`config.mk`:
```
export PLATFORM = sky130hd
export DESIGN_NAME = clamp_pulse_gen
export DESIGN_NICKNAME = d
export VERILOG_FILES = /design/src/rtl/clp_pkg.sv /design/src/rtl/clp_polarity_det.sv /design/src/rtl/clp_trig_sel.sv /design/src/rtl/clp_pulse_timer.sv /design/src/rtl/clamp_pulse_gen.sv
export SDC_FILE = /design/constraint.sdc
export NUM_CORES = 1
export LEC_CHECK = 0
export BUFFER_PORTS_ARGS = -buffer_cell sky130_fd_sc_hd__buf_2
export CORE_MARGIN = 1.5
export CORE_UTILIZATION = 50
export CTS_CLUSTER_SIZE = 20
export DETAILED_ROUTE_END_ITERATION = 7
export PLACE_DENSITY = 0.7
export RECOVER_POWER = 25
export SLEW_MARGIN = 10
export SYNTH_ARGS = -nofsm -noshare
export SYNTH_HDL_FRONTEND = slang
export SYNTH_HIERARCHICAL = 1
export SYNTH_SLANG_ARGS = --single-unit
```
`constraint.sdc`:
```
create_clock -name clk -period 5.8 [get_ports clk]
set_input_delay 0.58 -clock clk [delete_from_list [all_inputs] [get_ports clk]]
set_output_delay 0.58 -clock clk [all_outputs]
set_load 0.005 [all_outputs]
```
`src/rtl/clp_pkg.sv`:
```
package clp_pkg;

    typedef enum logic {
        SRC_SYNC  = 1'b0,
        SRC_BLANK = 1'b1
    } trig_src_e;

    typedef struct packed {
        trig_src_e  src;
        logic       lead_edge;
        logic [1:0] width_code;
        logic       bypass;
        logic       blank_low;
        logic       strobe_en;
    } clp_cfg_t;

    function automatic clp_cfg_t decode_cfg(input logic [7:0] mode_b, input logic [7:0] aux_b);
        clp_cfg_t c;
        c.src        = trig_src_e'(mode_b[0]);
        c.lead_edge  = mode_b[1];
        c.width_code = mode_b[3:2];
        c.bypass     = mode_b[4];
        c.blank_low  = aux_b[0];
        c.strobe_en  = aux_b[7];
        return c;
    endfunction

    function automatic int unsigned pulse_len(input int unsigned base, input logic [1:0] code);
        return base << code;
    endfunction

endpackage

```
`src/rtl/clp_polarity_det.sv`:
```
module clp_polarity_det #(
    parameter int CNT_W = 10
) (
    input  logic clk,
    input  logic rst,
    input  logic hs_i,
    output logic pol_o,
    output logic valid_o,
    output logic rise_o,
    output logic fall_o
);
    localparam logic [CNT_W-1:0] CNT_MAX = '1;

    logic             hs_d;
    logic             seen_q;
    logic             pol_q;
    logic             valid_q;
    logic [CNT_W-1:0] hi_cnt;
    logic [CNT_W-1:0] lo_cnt;

    assign rise_o  = hs_i && !hs_d;
    assign fall_o  = !hs_i && hs_d;
    assign pol_o   = pol_q;
    assign valid_o = valid_q;

    always_ff @(posedge clk) begin
        if (rst) begin
            hs_d    <= 1'b1;
            seen_q  <= 1'b0;
            pol_q   <= 1'b0;
            valid_q <= 1'b0;
            hi_cnt  <= '0;
            lo_cnt  <= '0;
        end else begin
            hs_d <= hs_i;
            if (rise_o) begin
                if (seen_q) begin
                    pol_q   <= (hi_cnt < lo_cnt);
                    valid_q <= 1'b1;
                end
                seen_q <= 1'b1;
                hi_cnt <= CNT_W'(1);
                lo_cnt <= '0;
            end else if (hs_i) begin
                if (hi_cnt != CNT_MAX) hi_cnt <= hi_cnt + 1'b1;
            end else begin
                if (lo_cnt != CNT_MAX) lo_cnt <= lo_cnt + 1'b1;
            end
        end
    end


    valid_sticky_chk: assert property (@(posedge clk) disable iff (rst)
        valid_q |=> valid_q);


    pol_only_on_rise_chk: assert property (@(posedge clk) disable iff (rst)
        !rise_o |=> $stable(pol_q));

endmodule

```
`src/rtl/clp_trig_sel.sv`:
```
module clp_trig_sel
    import clp_pkg::*;
(
    input  logic     clk,
    input  logic     rst,
    input  clp_cfg_t cfg_i,
    input  logic     pol_i,
    input  logic     hs_rise_i,
    input  logic     hs_fall_i,
    input  logic     blank_i,
    output logic     trig_o
);
    logic blank_act;
    logic blank_prev;
    logic sync_lead;
    logic sync_trail;
    logic blank_lead;

    always_comb begin
        blank_act  = cfg_i.blank_low ? !blank_i : blank_i;
        blank_lead = blank_act && !blank_prev;
        sync_lead  = pol_i ? hs_rise_i : hs_fall_i;
        sync_trail = pol_i ? hs_fall_i : hs_rise_i;
        unique case (cfg_i.src)
            SRC_BLANK: trig_o = blank_lead;
            default:   trig_o = cfg_i.lead_edge ? sync_lead : sync_trail;
        endcase
    end

    always_ff @(posedge clk) begin
        if (rst) blank_prev <= 1'b1;
        else     blank_prev <= blank_act;
    end


    edge_excl_chk: assert property (@(posedge clk) disable iff (rst)
        $onehot0({sync_lead, sync_trail}));

endmodule

```
`src/rtl/clp_pulse_timer.sv`:
```
module clp_pulse_timer
    import clp_pkg::*;
#(
    parameter int BASE_LEN = 8
) (
    input  logic       clk,
    input  logic       rst,
    input  logic       start_i,
    input  logic [1:0] code_i,
    output logic       active_o
);
    localparam int MAX_LEN = BASE_LEN * 8;
    localparam int LEN_W   = $clog2(MAX_LEN + 1);

    logic             active_q;
    logic [LEN_W-1:0] cnt_q;
    logic [LEN_W-1:0] load_val;

    assign load_val = LEN_W'(pulse_len(BASE_LEN, code_i) - 1);
    assign active_o = active_q;

    always_ff @(posedge clk) begin
        if (rst) begin
            active_q <= 1'b0;
            cnt_q    <= '0;
        end else if (!active_q) begin
            if (start_i) begin
                active_q <= 1'b1;
                cnt_q    <= load_val;
            end
        end else if (cnt_q == '0) begin
            active_q <= 1'b0;
        end else begin
            cnt_q <= cnt_q - 1'b1;
        end
    end


    run_hold_chk: assert property (@(posedge clk) disable iff (rst)
        (active_q && cnt_q != '0) |=> active_q);


    idle_hold_chk: assert property (@(posedge clk) disable iff (rst)
        (!active_q && !start_i) |=> !active_q);

endmodule

```
`src/rtl/clamp_pulse_gen.sv`:
```
module clamp_pulse_gen
    import clp_pkg::*;
#(
    parameter int CNT_W    = 10,
    parameter int BASE_LEN = 8
) (
    input  logic       clk,
    input  logic       rst,
    input  logic       hsync_i,
    input  logic       blank_i,
    input  logic [7:0] mode_cfg,
    input  logic [7:0] aux_cfg,
    output logic       clamp_o,
    output logic       strobe_o,
    output logic       hs_pol_o
);
    clp_cfg_t cfg;
    logic     pol;
    logic     pol_valid;
    logic     hs_rise;
    logic     hs_fall;
    logic     trig;
    logic     start;
    logic     pulse_act;

    assign cfg = decode_cfg(mode_cfg, aux_cfg);

    clp_polarity_det #(.CNT_W(CNT_W)) det_i (
        .clk     (clk),
        .rst     (rst),
        .hs_i    (hsync_i),
        .pol_o   (pol),
        .valid_o (pol_valid),
        .rise_o  (hs_rise),
        .fall_o  (hs_fall)
    );

    clp_trig_sel trig_i (
        .clk       (clk),
        .rst       (rst),
        .cfg_i     (cfg),
        .pol_i     (pol),
        .hs_rise_i (hs_rise),
        .hs_fall_i (hs_fall),
        .blank_i   (blank_i),
        .trig_o    (trig)
    );

    assign start = trig && pol_valid && !cfg.bypass;

    clp_pulse_timer #(.BASE_LEN(BASE_LEN)) tmr_i (
        .clk      (clk),
        .rst      (rst),
        .start_i  (start),
        .code_i   (cfg.width_code),
        .active_o (pulse_act)
    );

    always_comb begin
        clamp_o  = pol_valid && (cfg.bypass ? hsync_i : pulse_act);
        strobe_o = cfg.strobe_en && clamp_o;
    end

    assign hs_pol_o = pol;


    hold_low_chk: assert property (@(posedge clk) disable iff (rst)
        !pol_valid |-> !clamp_o);


    strobe_gate_chk: assert property (@(posedge clk) disable iff (rst)
        !aux_cfg[7] |-> !strobe_o);

endmodule

```
=== After elaboration in Yosys (flattened, before gate mapping) ===
Index checks and enable logic that the tools add are counted.

* Add/sub/neg operators: 4
* Magnitude comparators: 1
* Equality and inequality tests: 3
* Shift-type cells: 1
* Multiplexer cells: 15
* Bitwise operators: 1
* Reduce and logical (&&, ||, !) cells: 22

{| class="wikitable"
|+ Operators by type and width
! operator !! number
|-
| $mux W7 || 3
|-
| $add A10 B1 Y10 const B || 2
|-
| $ne A10 B10 Y1 const B || 2
|-
| $sub A7 B1 Y7 const B || 2
|-
| $mux W1 || 12
|-
| $lt A10 B10 Y1 || 1
|-
| $reduce_and A2 Y1 || 5
|-
| $logic_and A1 B1 Y1 || 7
|-
| $logic_not A7 Y1 || 1
|-
| $shl A4 B2 Y7 const A || 1
|-
| $reduce_bool A2 Y1 || 3
|-
| $logic_not A1 Y1 || 5
|-
| $ne A2 B2 Y1 const B || 1
|-
| $reduce_or A2 Y1 || 1
|-
| $not A1 Y1 || 1
|}

* Register bits after elaboration: 33
* Input port bits: 20
* Output and inout port bits: 3
* Logic and storage cells: 57

=== Logic depth before layout (Yosys ltp) ===
* Depth after elaboration: 9
* Depth in mapped cells: 10
* Gate-level depth less buffers: 9

=== Modules after synthesis ===
The synthesis kept the hierarchy.

{| class="wikitable"
|+ By module, submodules not included
! module !! times used !! cells an instance !! area an instance (µm²) !! seq. area each (µm²)
|-
| clp_polarity_det || 1 || 157 || 1348.8 || 480.5
|-
| clp_pulse_timer || 1 || 61 || 500.5 || 160.2
|-
| clp_trig_sel || 1 || 7 || 66.3 || 20.0
|-
| clamp_pulse_gen || 1 || 6 || 31.3 || 0.0
|}

=== Least setup slack after synthesis ===
Ideal clock, no wire load.

* Path type: input port to flip-flop
* Start: input port hsync_i
* End: register tmr_i.cnt_q[6]
* Setup time: 0.074 ns
* Data arrival time: 2.119 ns
* Data required time: 5.726 ns
* Setup slack: 3.607 ns
* Stages on the path: 10
* Buffers on the path: 1
* Cell sequence: buf_2 > nor2b_1 > mux2i_1 > o21ai_1 > nand2_1 > nor2_1 > nor2_1 > o21bai_4 > or4_1 > a31oi_1

* Longest elaborated chain between the ends: 9
* Elaborated cells on any way between the ends: 11
* Classes of those cells: 4 x mux; 7 x reduce/logical

{| class="wikitable"
|+ RTL lines
! what !! RTL line !! RTL
|-
| start, declared || clamp_pulse_gen.sv:9 || <nowiki>input logic hsync_i,</nowiki>
|-
| $logic_not A1 Y1 * || clp_polarity_det.sv:22 || <nowiki>assign fall_o = !hs_i && hs_d;</nowiki>
|-
| $logic_and A1 B1 Y1 * || clp_polarity_det.sv:22 ||
|-
| net hs_fall || clamp_pulse_gen.sv:21 || <nowiki>logic hs_fall;</nowiki>
|-
| $mux W1 (on tied branches) || clp_trig_sel.sv:23, clp_trig_sel.sv:22 ||
|-
| $mux W1 * || clp_trig_sel.sv:26 || <nowiki>default: trig_o = cfg_i.lead_edge ? sync_lead : sync_trail;</nowiki>
|-
| $mux W1 * || clp_trig_sel.sv:24 || <nowiki>unique case (cfg_i.src)</nowiki>
|-
| net trig || clamp_pulse_gen.sv:22 || <nowiki>logic trig;</nowiki>
|-
| $logic_and A1 B1 Y1 * (2 in series) || clamp_pulse_gen.sv:49 || <nowiki>assign start = trig && pol_valid && !cfg.bypass;</nowiki>
|-
| net start || clamp_pulse_gen.sv:23 || <nowiki>logic start;</nowiki>
|-
| $reduce_bool A2 Y1 (no line) * || -- ||
|-
| $reduce_and A2 Y1 (no line) * || -- ||
|-
| end signal, assigned || clp_pulse_timer.sv:29 || <nowiki>cnt_q <= load_val;</nowiki>
|-
| end signal, assigned || clp_pulse_timer.sv:34 || <nowiki>cnt_q <= cnt_q - 1'b1;</nowiki>
|-
| end, declared || clp_pulse_timer.sv:16 || <nowiki>logic [LEN_W-1:0] cnt_q;</nowiki>
|}

The timed path passes the listed nets; every way through them passes the cells marked *.
A chain may end at the register's enable or synchronous reset.

=== Worst setup path after layout ===
* Start: input port hsync_i
* End: register tmr_i.cnt_q[6]

* Elaborated cells on any way between the ends: 11
* Classes of those cells: 4 x mux; 7 x reduce/logical

{| class="wikitable"
|+ RTL lines
! what !! RTL line !! RTL
|-
| $logic_and A1 B1 Y1 * || clp_polarity_det.sv:21 || <nowiki>assign rise_o = hs_i && !hs_d;</nowiki>
|-
| net hs_rise || clamp_pulse_gen.sv:20 || <nowiki>logic hs_rise;</nowiki>
|-
| $mux W1 (on tied branches) || clp_trig_sel.sv:23, clp_trig_sel.sv:22 ||
|-
| $mux W1 * || clp_trig_sel.sv:26 ||
|-
| $mux W1 * || clp_trig_sel.sv:24 ||
|-
| net trig || clamp_pulse_gen.sv:22 ||
|-
| $logic_and A1 B1 Y1 * (2 in series) || clamp_pulse_gen.sv:49 ||
|-
| net start || clamp_pulse_gen.sv:23 ||
|-
| $reduce_bool A2 Y1 (no line) * || -- ||
|-
| $reduce_and A2 Y1 (no line) * || -- ||
|}

Marks and branches as above.

==> impl_table.tex <==
\begin{tabular}{lr}
\hline
Metric & Value \\
\hline
\multicolumn{2}{l}{\textbf{Timing}} \\
Number of hold violations in the final report & 0 \\
Sum Neg Setup Slack & 0 ns \\
Final clock skew & $\sim$0.0062 ns \\
Final count of negative-setup-slack endpoints & 0 \\
Worst max-slew margin expressed relative to the limit & 0.507 \\
Final critical-path required period & 2.45 ns \\
Final critical-path share of the clock period & 0.422 \\
RSZ-0062 raised after global routing & no \\
Worst hold slack after final layout & 0.482 ns \\
Maximum achievable frequency & 408 MHz \\
Pin slew with the least headroom to its limit & 0.740 ns \\
Number of pins with negative max-slew slack in the final report & 0 \\
\multicolumn{2}{l}{\textbf{Pwr}} \\
Combinational share of power & 0.064 \\
Cell-internal power & $\sim$0.33 mW \\
P\_sw & roughly 0.11 mW \\
Sw Share & 0.249 \\
Static leakage power & 0.789 nW \\
Total power & 0.434 mW \\
Peak supply drop & 0.151 mV \\
Share of total power in the clock network & 0.395 \\
Share of total power in sequential cells & 0.541 \\
Pwr Density & 205 nW/um\^{}2 \\
\multicolumn{2}{l}{\textbf{Setup path}} \\
Worst setup path category & input pin to register \\
Data required time at the worst endpoint & 6.02 ns \\
Crit path DAT & roughly 2.7 ns \\
Crit start category & input pin \\
CP endpoint kind & register \\
Max FO, Critical Path & 14 \\
Worst reg2reg setup slack & 3.59 ns \\
\multicolumn{2}{l}{\textbf{Hold path}} \\
Path type of the worst min-delay path & register to register \\
\multicolumn{2}{l}{\textbf{Final layout}} \\
Area added between synthesis and finish & 8.55\% \\
Share of cells above drive strength 1 & 0.118 \\
Area of the multi-input gates & 1200 um\^{}2 \\
FF/Latch Area & 661 um\^{}2 \\
End-of-flow core utilization & 0.573 \\
Total Nets Final & 276 \\
Fillcell total & 355 \\
Number of antenna diodes & 0 \\
\multicolumn{2}{l}{\textbf{Yosys}} \\
Ys flop type & dfxtp\_1 \\
Cell accounting for the most synthesized area & dfxtp\_1 \\
Count of unique library cells instantiated by Yosys & 55 \\
Syn\_area\_per\_cell & 8.43 um\^{}2 \\
Cell Area, Synth & roughly 1900 um\^{}2 \\
Post-synthesis async set-or-reset flop share & 0 \\
Seq cells post-synth & 33 \\
Top cell type's share of synthesized area & 0.339 \\
Library cell with the highest instance count after synthesis & dfxtp\_1 \\
Biggest area contributors in the synthesized netlist & dfxtp\_1 34\%, ha\_1 7.7\%, nor2\_1 4.4\%, mux2i\_1 4.1\%, o21ai\_0 3.3\% \\
Leading post-synthesis cells by instance count & 33 x dfxtp\_1, 23 x nor2\_1, 17 x nand2\_1 \\
Sequential share of the synthesized area & 0.339 \\
Synthesized net count & between 200 and 300 \\
EDFF count, synth & 0 \\
Synthesis warning total & 6 \\
Number of cells produced by synthesis & 231 \\
\multicolumn{2}{l}{\textbf{Clocking}} \\
Sinks on Clock Net & 33 \\
\# hold bufs at CTS & 0 \\
Number of gates resized after CTS & 0 \\
Buffers inserted during post-CTS setup optimization & 0 \\
Master cell of the clock root buffer & clkbuf\_8 \\
Clock slew seen by the registers of the worst setup and hold paths & 0.07 ns \\
Number of buffers created by CTS & 5 \\
Latest clock arrival within the worst-skew pair & 0.29 ns \\
CTS max path bufs & 2 \\
CTS tree & done \\
H-tree Lvls & 2 \\
\multicolumn{2}{l}{\textbf{Floorplanning}} \\
Initial cell density of the core & 0.528 \\
Area of the die & 4280 um\^{}2 \\
Std-Cell Core Area & 3690 um\^{}2 \\
Die Width & 65.4 um \\
Height of the die & 65.4 um \\
Ports placed on the boundary & 23 \\
Number of placement rows & 22 \\
\multicolumn{2}{l}{\textbf{GRT}} \\
Met2 capacity usage during global routing & 0.337 \\
Global-route congestion overflow total & 0 \\
Initial antenna violation count & 0 \\
Met1 track utilization from global routing & 0.274 \\
Global route hottest layer & met2 \\
GR Util All Layers & 0.212 \\
Global-route wire length before repair & between 7 and 8 mm \\
Met3 track demand over resource in global routing & 0.0668 \\
Number of global-route vias before repair & 1626 \\
Largest net degree at the start of global routing & 21 \\
\multicolumn{2}{l}{\textbf{Route}} \\
Via count & 1691 \\
DR vias/cell & 5.77 \\
Routed len/inst & between 10 and 15 um \\
Sum of routed wire length over all layers & between 3 and 4 mm \\
Initial DRT Pass Iterations & 4 \\
First DRT Iteration DRCs & about 140 \\
Antenna Violating Nets Remaining & 0 \\
Post-detailed-route DRC marker count & 0 \\
\multicolumn{2}{l}{\textbf{Status}} \\
Result of the run & complete, no violations \\
\multicolumn{2}{l}{\textbf{Place}} \\
IO buf count & 13 \\
GP Congestion & 0.828 \\
DPL Wire Length & 2.88 mm \\
\multicolumn{2}{l}{\textbf{Job}} \\
Number of max-cap violations & 0 \\
\hline
\end{tabular}
## placed cells by master, fill, tap and decap left out, types with 2 or more instances in the layout
| master | instances |
|---|---|
| dfxtp_1 | 33 |
| nor2_1 | 23 |
| nand2_1 | 17 |
| o21ai_0 | 13 |
| inv_1 | 12 |
| a21oi_1 | 12 |
| ha_1 | 12 |
| buf_2 | 12 |
| mux2i_1 | 8 |
| nand3_1 | 8 |
| nand4_1 | 7 |
| nor2b_1 | 6 |
| clkbuf_8 | 5 |
| a211oi_1 | 5 |
| nor3_1 | 5 |
| o211ai_1 | 4 |
| or3_1 | 4 |
| a31oi_1 | 4 |
| xnor2_1 | 4 |
| or4_1 | 3 |
| nand3b_1 | 3 |
| nand2b_1 | 3 |
| nor4_1 | 3 |
| clkinv_2 | 2 |
| and2_1 | 2 |
| xor2_1 | 2 |
| or2_2 | 2 |
| a21o_1 | 2 |
| o21a_1 | 2 |
| o21ai_1 | 2 |
| o31a_1 | 2 |
## layer usage
metal  vias up  part of all wire
li1        870                 -
met1       780              0.49
met2        36              0.44
met3         5             0.064
met4         0             0.013
met5         -                 0
## power groups by stage
stage | combinational (mW) | sequential (mW) | clock (mW)
final | 0.0278 | 0.235 | 0.171
after global routing | 0.0319 | 0.235 | 0.185
after CTS | 0.0284 | 0.234 | 0.177
after detailed placement | 0.0283 | 0.240 | 0
after global placement | 0.0279 | 0.240 | 0
after floorplan | 0.0205 | 0.239 | 0
## kinds of logic (layout without fill, tap and decap cells)
kind of cell | count (synthesis) | count (layout) | synth area share
compound gates | 55 | 55 | 0.192
xor+xnor | 6 | 6 | 0.0270
fa+ha+maj | 12 | 12 | 0.0771
buf+inv | 19 | 33 | 0.0398
flops | 33 | 33 | 0.339
mux | 9 | 9 | 0.0469
simple gates | 97 | 97 | 0.278
## registers in the layout, indices dropped and copies added, names as in the netlist
| name | cells |
|---|---|
| det_i/hi_cnt | 10 |
| det_i/hs_d | 1 |
| det_i/lo_cnt | 10 |
| det_i/pol_o | 1 |
| det_i/seen_q | 1 |
| det_i/valid_o | 1 |
| tmr_i/active_o | 1 |
| tmr_i/cnt_q | 7 |
| trig_i/blank_prev | 1 |
## area by class of cell
| type | instances | share of cell area |
|---|---|---|
| tap | 48 | 0.0284 |
| multi-input combinational | 179 | 0.567 |
| clock buffer | 5 | 0.0326 |
| sequential | 33 | 0.313 |
| timing repair buffer | 13 | 0.0302 |
| inverter | 12 | 0.0213 |
| clock inverter | 3 | 0.00829 |
## worst max-delay path: stages
cell and delay [ns]:
buf_2 0.24, nor2b_1 0.30, mux2i_1 0.12, o21ai_1 0.13, nand2_1 0.07, nor2_1 0.23, nor2_1 0.09, o21bai_4 0.26
or4_1 0.48, a31oi_1 0.16
## final timing paths
check                        end         start  cells past startpoint
setup / recovery  tmr_i/cnt_q[6]       hsync_i                     10
hold / removal      det_i/seen_q  det_i/seen_q                      2
setup reg to reg  tmr_i/cnt_q[6]    det_i/hs_d                      9
hold reg to reg     det_i/seen_q  det_i/seen_q                      2
## through the flow
stage          cells  setup slack, ns  area, um^2
4_1_cts          293             3.32        2130
3_3_place_gp     285             3.11        2040
6_report         293             3.35        2110
5_1_grt          293             3.07        2110
3_5_place_dp     285             3.04        2040
2_1_floorplan    231             3.61        1950
Note: power is estimated with default switching activity, not from simulation.
